$ cat config.mk
export PLATFORM = sky130hd
export DESIGN_NAME = cfg_keywin_dec
export DESIGN_NICKNAME = d
export VERILOG_FILES = /design/src/rtl/cfg_keywin_dec.sv
export SDC_FILE = /design/constraint.sdc
export NUM_CORES = 1
export LEC_CHECK = 0
export CELL_PAD_IN_SITES_DETAIL_PLACEMENT = 2
export CELL_PAD_IN_SITES_GLOBAL_PLACEMENT = 2
export CORE_AREA = 4 4 114 116
export CTS_BUF_LIST = sky130_fd_sc_hd__clkbuf_4
export CTS_CLUSTER_DIAMETER = 40
export DETAILED_ROUTE_END_ITERATION = 8
export DIE_AREA = 0 0 118 120
export PLACE_DENSITY = 0.83
export SLEW_MARGIN = 20
export SYNTH_ARGS = -nofsm -noshare
export SYNTH_HDL_FRONTEND = slang
export SYNTH_SLANG_ARGS = --single-unit
export TNS_END_PERCENT = 20
$ cat constraint.sdc
create_clock -name clk -period 3.4 [get_ports clk]
set_input_delay 0.68 -clock clk [delete_from_list [all_inputs] [get_ports clk]]
set_output_delay 0.68 -clock clk [all_outputs]
set_load 0.1 [all_outputs]
$ cat src/rtl/cfg_keywin_dec.sv
module cfg_keywin_dec #(
  parameter logic [15:0] REG_PORT = 16'hCF8,
  parameter logic [3:0]  WIN_NIB  = 4'hC,
  parameter logic [3:0]  KEY      = 4'hF
) (
  input  logic        clk,
  input  logic        rst_n,
  input  logic        io_valid,
  input  logic        io_write,
  input  logic [15:0] io_addr,
  input  logic [1:0]  io_size,
  input  logic [31:0] io_wdata,
  output logic [31:0] io_rdata,
  output logic        io_claim,
  output logic        cfg_req,
  output logic        cfg_write,
  output logic [7:0]  cfg_bus,
  output logic [3:0]  cfg_dev,
  output logic [2:0]  cfg_func,
  output logic [5:0]  cfg_dwi,
  output logic [3:0]  cfg_be,
  output logic [31:0] cfg_wdata,
  input  logic [31:0] cfg_rdata
);
  logic [7:0] en_q, fwd_q;
  logic [3:0] be;
  logic       aligned, reg_hit, win_hit;

  always_comb begin
    be = 4'b0000;
    aligned = 1'b0;
    unique case (io_size)
      2'd0: begin be = 4'b0001 << io_addr[1:0]; aligned = 1'b1; end
      2'd1: begin be = 4'b0011 << io_addr[1:0]; aligned = ~io_addr[0]; end
      2'd2: begin be = 4'b1111; aligned = (io_addr[1:0] == 2'b00); end
      default: begin be = 4'b0000; aligned = 1'b0; end
    endcase
  end

  assign reg_hit = io_valid && aligned && (io_addr[15:2] == REG_PORT[15:2]) && (be[0] || be[2]);
  assign win_hit = io_valid && aligned && (io_addr[15:12] == WIN_NIB) && (en_q[7:4] == KEY);

  assign io_claim  = reg_hit || win_hit;
  assign cfg_req   = win_hit;
  assign cfg_write = io_write;
  assign cfg_bus   = fwd_q;
  assign cfg_dev   = io_addr[11:8];
  assign cfg_func  = en_q[3:1];
  assign cfg_dwi   = io_addr[7:2];
  assign cfg_be    = be;
  assign cfg_wdata = io_wdata;

  assign io_rdata = reg_hit ? {8'hFF, fwd_q, 8'hFF, en_q} :
                    win_hit ? cfg_rdata : 32'hFFFF_FFFF;

  always_ff @(posedge clk) begin
    if (!rst_n) begin
      en_q  <= 8'h00;
      fwd_q <= 8'h00;
    end else if (reg_hit && io_write) begin
      if (be[0]) en_q  <= io_wdata[7:0];
      if (be[2]) fwd_q <= io_wdata[23:16];
    end
  end
endmodule

==> impl_metrics.py <==
metrics = {
    "synth": {
        "netlist_area_mm2": 0.00153,
        "synthTopCellsByCount": "buf_4, nand2_1, mux2i_1",
        "yosys-top-cells-area": "buf_4, dfxtp_1, mux2i_1",
        "netlist.area_leader.share_pct": 23.1,
        "yosys_warnings": 0,
        "syn_inst": 185,
        "yosysTopAreaCell": "buf_4",
        "synth-edff-count": 0,
        "synthFlopType": "dfxtp_1",
        "synth.most_common_cell": "buf_4",
        "ys_ff_latch": 16,
        "avgSynthCellArea_um2": 8.27,
        "synthArstFlopShare_pct": 0,
        "synthesis.nets": 271,
        "yosysUniqueCellTypes": 31,
        "seq_area_frac_synth_pct": 20.9,
    },
    "floorplan": {
        "coreArea_mm2": 0.0119,
        "die_w_um": 118,
        "initial_core_util_pct": 12.8,
        "die_h_um": 120,
        "io_pins": 178,
        "row_count": 40,
        "die_area_mm2": 0.0142,
    },
    "placement": {
        "dpl_cell_area_mm2": 0.00316,
        "post-place-cells": 434,
        "place_congestion": 0.678,
        "port_buffers": 145,
        "dp_hpwl_um": 6090,
    },
    "clocking": {
        "cts_made_buffers": 3,
        "cts.sinks": 16,
        "cts_tree": "done",
        "clock_latency_ps": 290,
        "clock_path_buffers": 2,
        "path_clk_slew_ps": 110,
        "cts_root_buffer": "clkbuf_4",
        "htreeDepth": 1,
    },
    "sta": {
        "setup_tns_ps": 0,
        "maxSlewHeadroom_pct": 60.0,
        "slew_violations": 0,
        "period_needed_ps": 3310,
        "fmax_ghz": 0.302,
        "finalSetupViolations": 0,
        "worst_slew_pin_slew_ps": 593,
        "rsz0062_at_grt": "no",
        "hold_viol": 0,
        "fin_worst_skew_ps": 0,
        "post-route-period-util_pct": 97.4,
    },
    "power": {
        "p_sw_mw": 0.278,
        "p_per_area_mw_per_mm2": 195,
        "p_total_mw": 0.629,
        "clkPwrFrac_pct": 17.5,
        "power_frac_comb_pct": 52.7,
        "switching_share_pct": 44.2,
        "ir_drop_mv": 0.0804,
        "power_leakage_nw": 1.33,
        "seqPwrFrac_pct": 29.8,
        "p_int_mw": 0.351,
    },
    "setup_path": {
        "critPathKind": "in2out",
        "worst_setup_path_start_kind": "input pin",
        "r2r.worst_path.cells": 2,
        "cp_max_fo": 17,
        "required_ps": 2720,
        "cp.arrival_ps": 2630,
        "end_kind": "output port",
    },
    "final_layout": {
        "layout.nets": 379,
        "stdcell_area_mm2": 0.00322,
        "diodes": 0,
        "post-route-util_pct": 27.0,
        "area_growth_pct": 111,
        "final_cells": 439,
        "final_layout_size_suffix_gt1_share_pct": 37.0,
    },
    "routing": {
        "via_per_inst": 3.89,
        "wl_met1_um": 2600,
        "ant_nets": 0,
        "dr_wl_met3_um": 718,
        "drc_errors": 0,
        "dr.max_layer_used": "met4",
        "wl_per_cell_um": 16.5,
        "firstDrtPassIters": 2,
        "finalWirelength_um": 7250,
        "first_iter_violations": 31,
        "vias": 1708,
        "met2WireLength_um": 3900,
    },
    "status": {
        "status": "completed",
    },
    "global_routing": {
        "antenna_found_initial": 0,
        "overflow": 0,
        "grt_use_total_pct": 10.1,
        "grt_max_degree": 33,
        "grt_pass1_wl_um": 11600,
        "grt_pass1_vias": 2036,
    },
    "hold_path": {
        "min_path_cells": 2,
        "hp-class": "reg2reg",
    },
    "run": {
        "maxCapViolations": 0,
    },
}
flip-flops by register name, summed over array words and instances (netlist names):
register  cells
cfg_bus       8
en_q          8
critical path, cell delays in order:
cell	delay [ps]
clkdlybuf4s50_1	440
a21oi_2	140
nor2_2	70
or4_4	570
bufbuf_16	320
o22a_1	240
buf_12	180
cells by family (layout without fill, tap and decap cells):
group | after synthesis | in the layout | synth area share, %
AND/OR/NAND/NOR | 70 | 70 | 26.1
buffers and inverters | 58 | 165 | 27.5
AO/OA/AOI/OAI | 24 | 24 | 14.4
multiplexers | 17 | 17 | 11.1
flip-flops | 16 | 16 | 20.9
per-stage QoR:
step	hold slack, ps	worst slack, ps
6_report	473	86.8
5_1_grt	530	2.61
4_1_cts	483	46.8
3_5_place_dp	466	-11.9
3_3_place_gp	450	66.9
2_1_floorplan	435	228
final cells by class:
| class | count | area (µm²) |
|---|---|---|
| timing repair buffer | 159 | 1890 |
| tap | 147 | 184 |
| multi-input combinational | 111 | 796 |
| inverter | 2 | 7.51 |
| clock inverter | 1 | 3.75 |
| sequential | 16 | 320 |
| fill | 1330 | 8690 |
| clock buffer | 3 | 22.5 |
per-layer routing:
metal,global-route usage [%],vias up
met1,10.5,807
met4,1.47,0
li1,-,801
met2,19.4,94
met5,0,-
met3,4.10,6
power by group through the flow:
stage          Sequential, mW  Clock [mW]  Combinational, mW
2_1_floorplan           0.192           0              0.297
3_3_place_gp            0.192           0              0.330
3_5_place_dp            0.192           0              0.335
4_1_cts                 0.187       0.119              0.335
5_1_grt                 0.187       0.128              0.346
6_report                0.187       0.110              0.331
path summary, 6_finish.rpt:
check | startpoint | to | slack [ps]
worst min-delay path | en_q[0] | en_q[0] | 470
worst min register to register | en_q[0] | en_q[0] | 470
worst max register to register | cfg_bus[1] | cfg_bus[1] | 2690
worst max-delay path | io_size[1] | io_rdata[22] | 90
cells in the final DEF, fill, tap and decap left out:
master and instances:
clkdlybuf4s50_1 66, buf_4 49, buf_12 40, nand2_1 36, mux2i_1 17, o22a_1 16, dfxtp_1 16, or2_1 12
or2_2 4, nor2_1 3, clkbuf_4 3, dlygate4sd2_1 3, o21a_1 2, nor2_2 2, and4bb_2 2, inv_1 2
nor4_4 2, and3b_1 1, nor2b_1 1, o31a_1 1, a21oi_2 1, nor3_2 1, nand4_1 1, or4_4 1
and4b_1 1, nand4_2 1, and2b_1 1, o311ai_4 1, or3_1 1, o21ai_0 1, o311ai_0 1, o211ai_1 1
clkinv_1 1, bufbuf_16 1
repair_timing:
| action | in CTS | in global routing |
|---|---|---|
| buffers inserted | 0 | 0 |
| setup endpoints to repair | 4 | 13 |
| gates cloned | 1 | 0 |
| resized for setup | 4 | 1 |
| hold buffers | 0 | 0 |
| pin swaps | 1 | 0 |
| hold endpoints to repair | 0 | 0 |
Power figures use the tool's default switching activity.
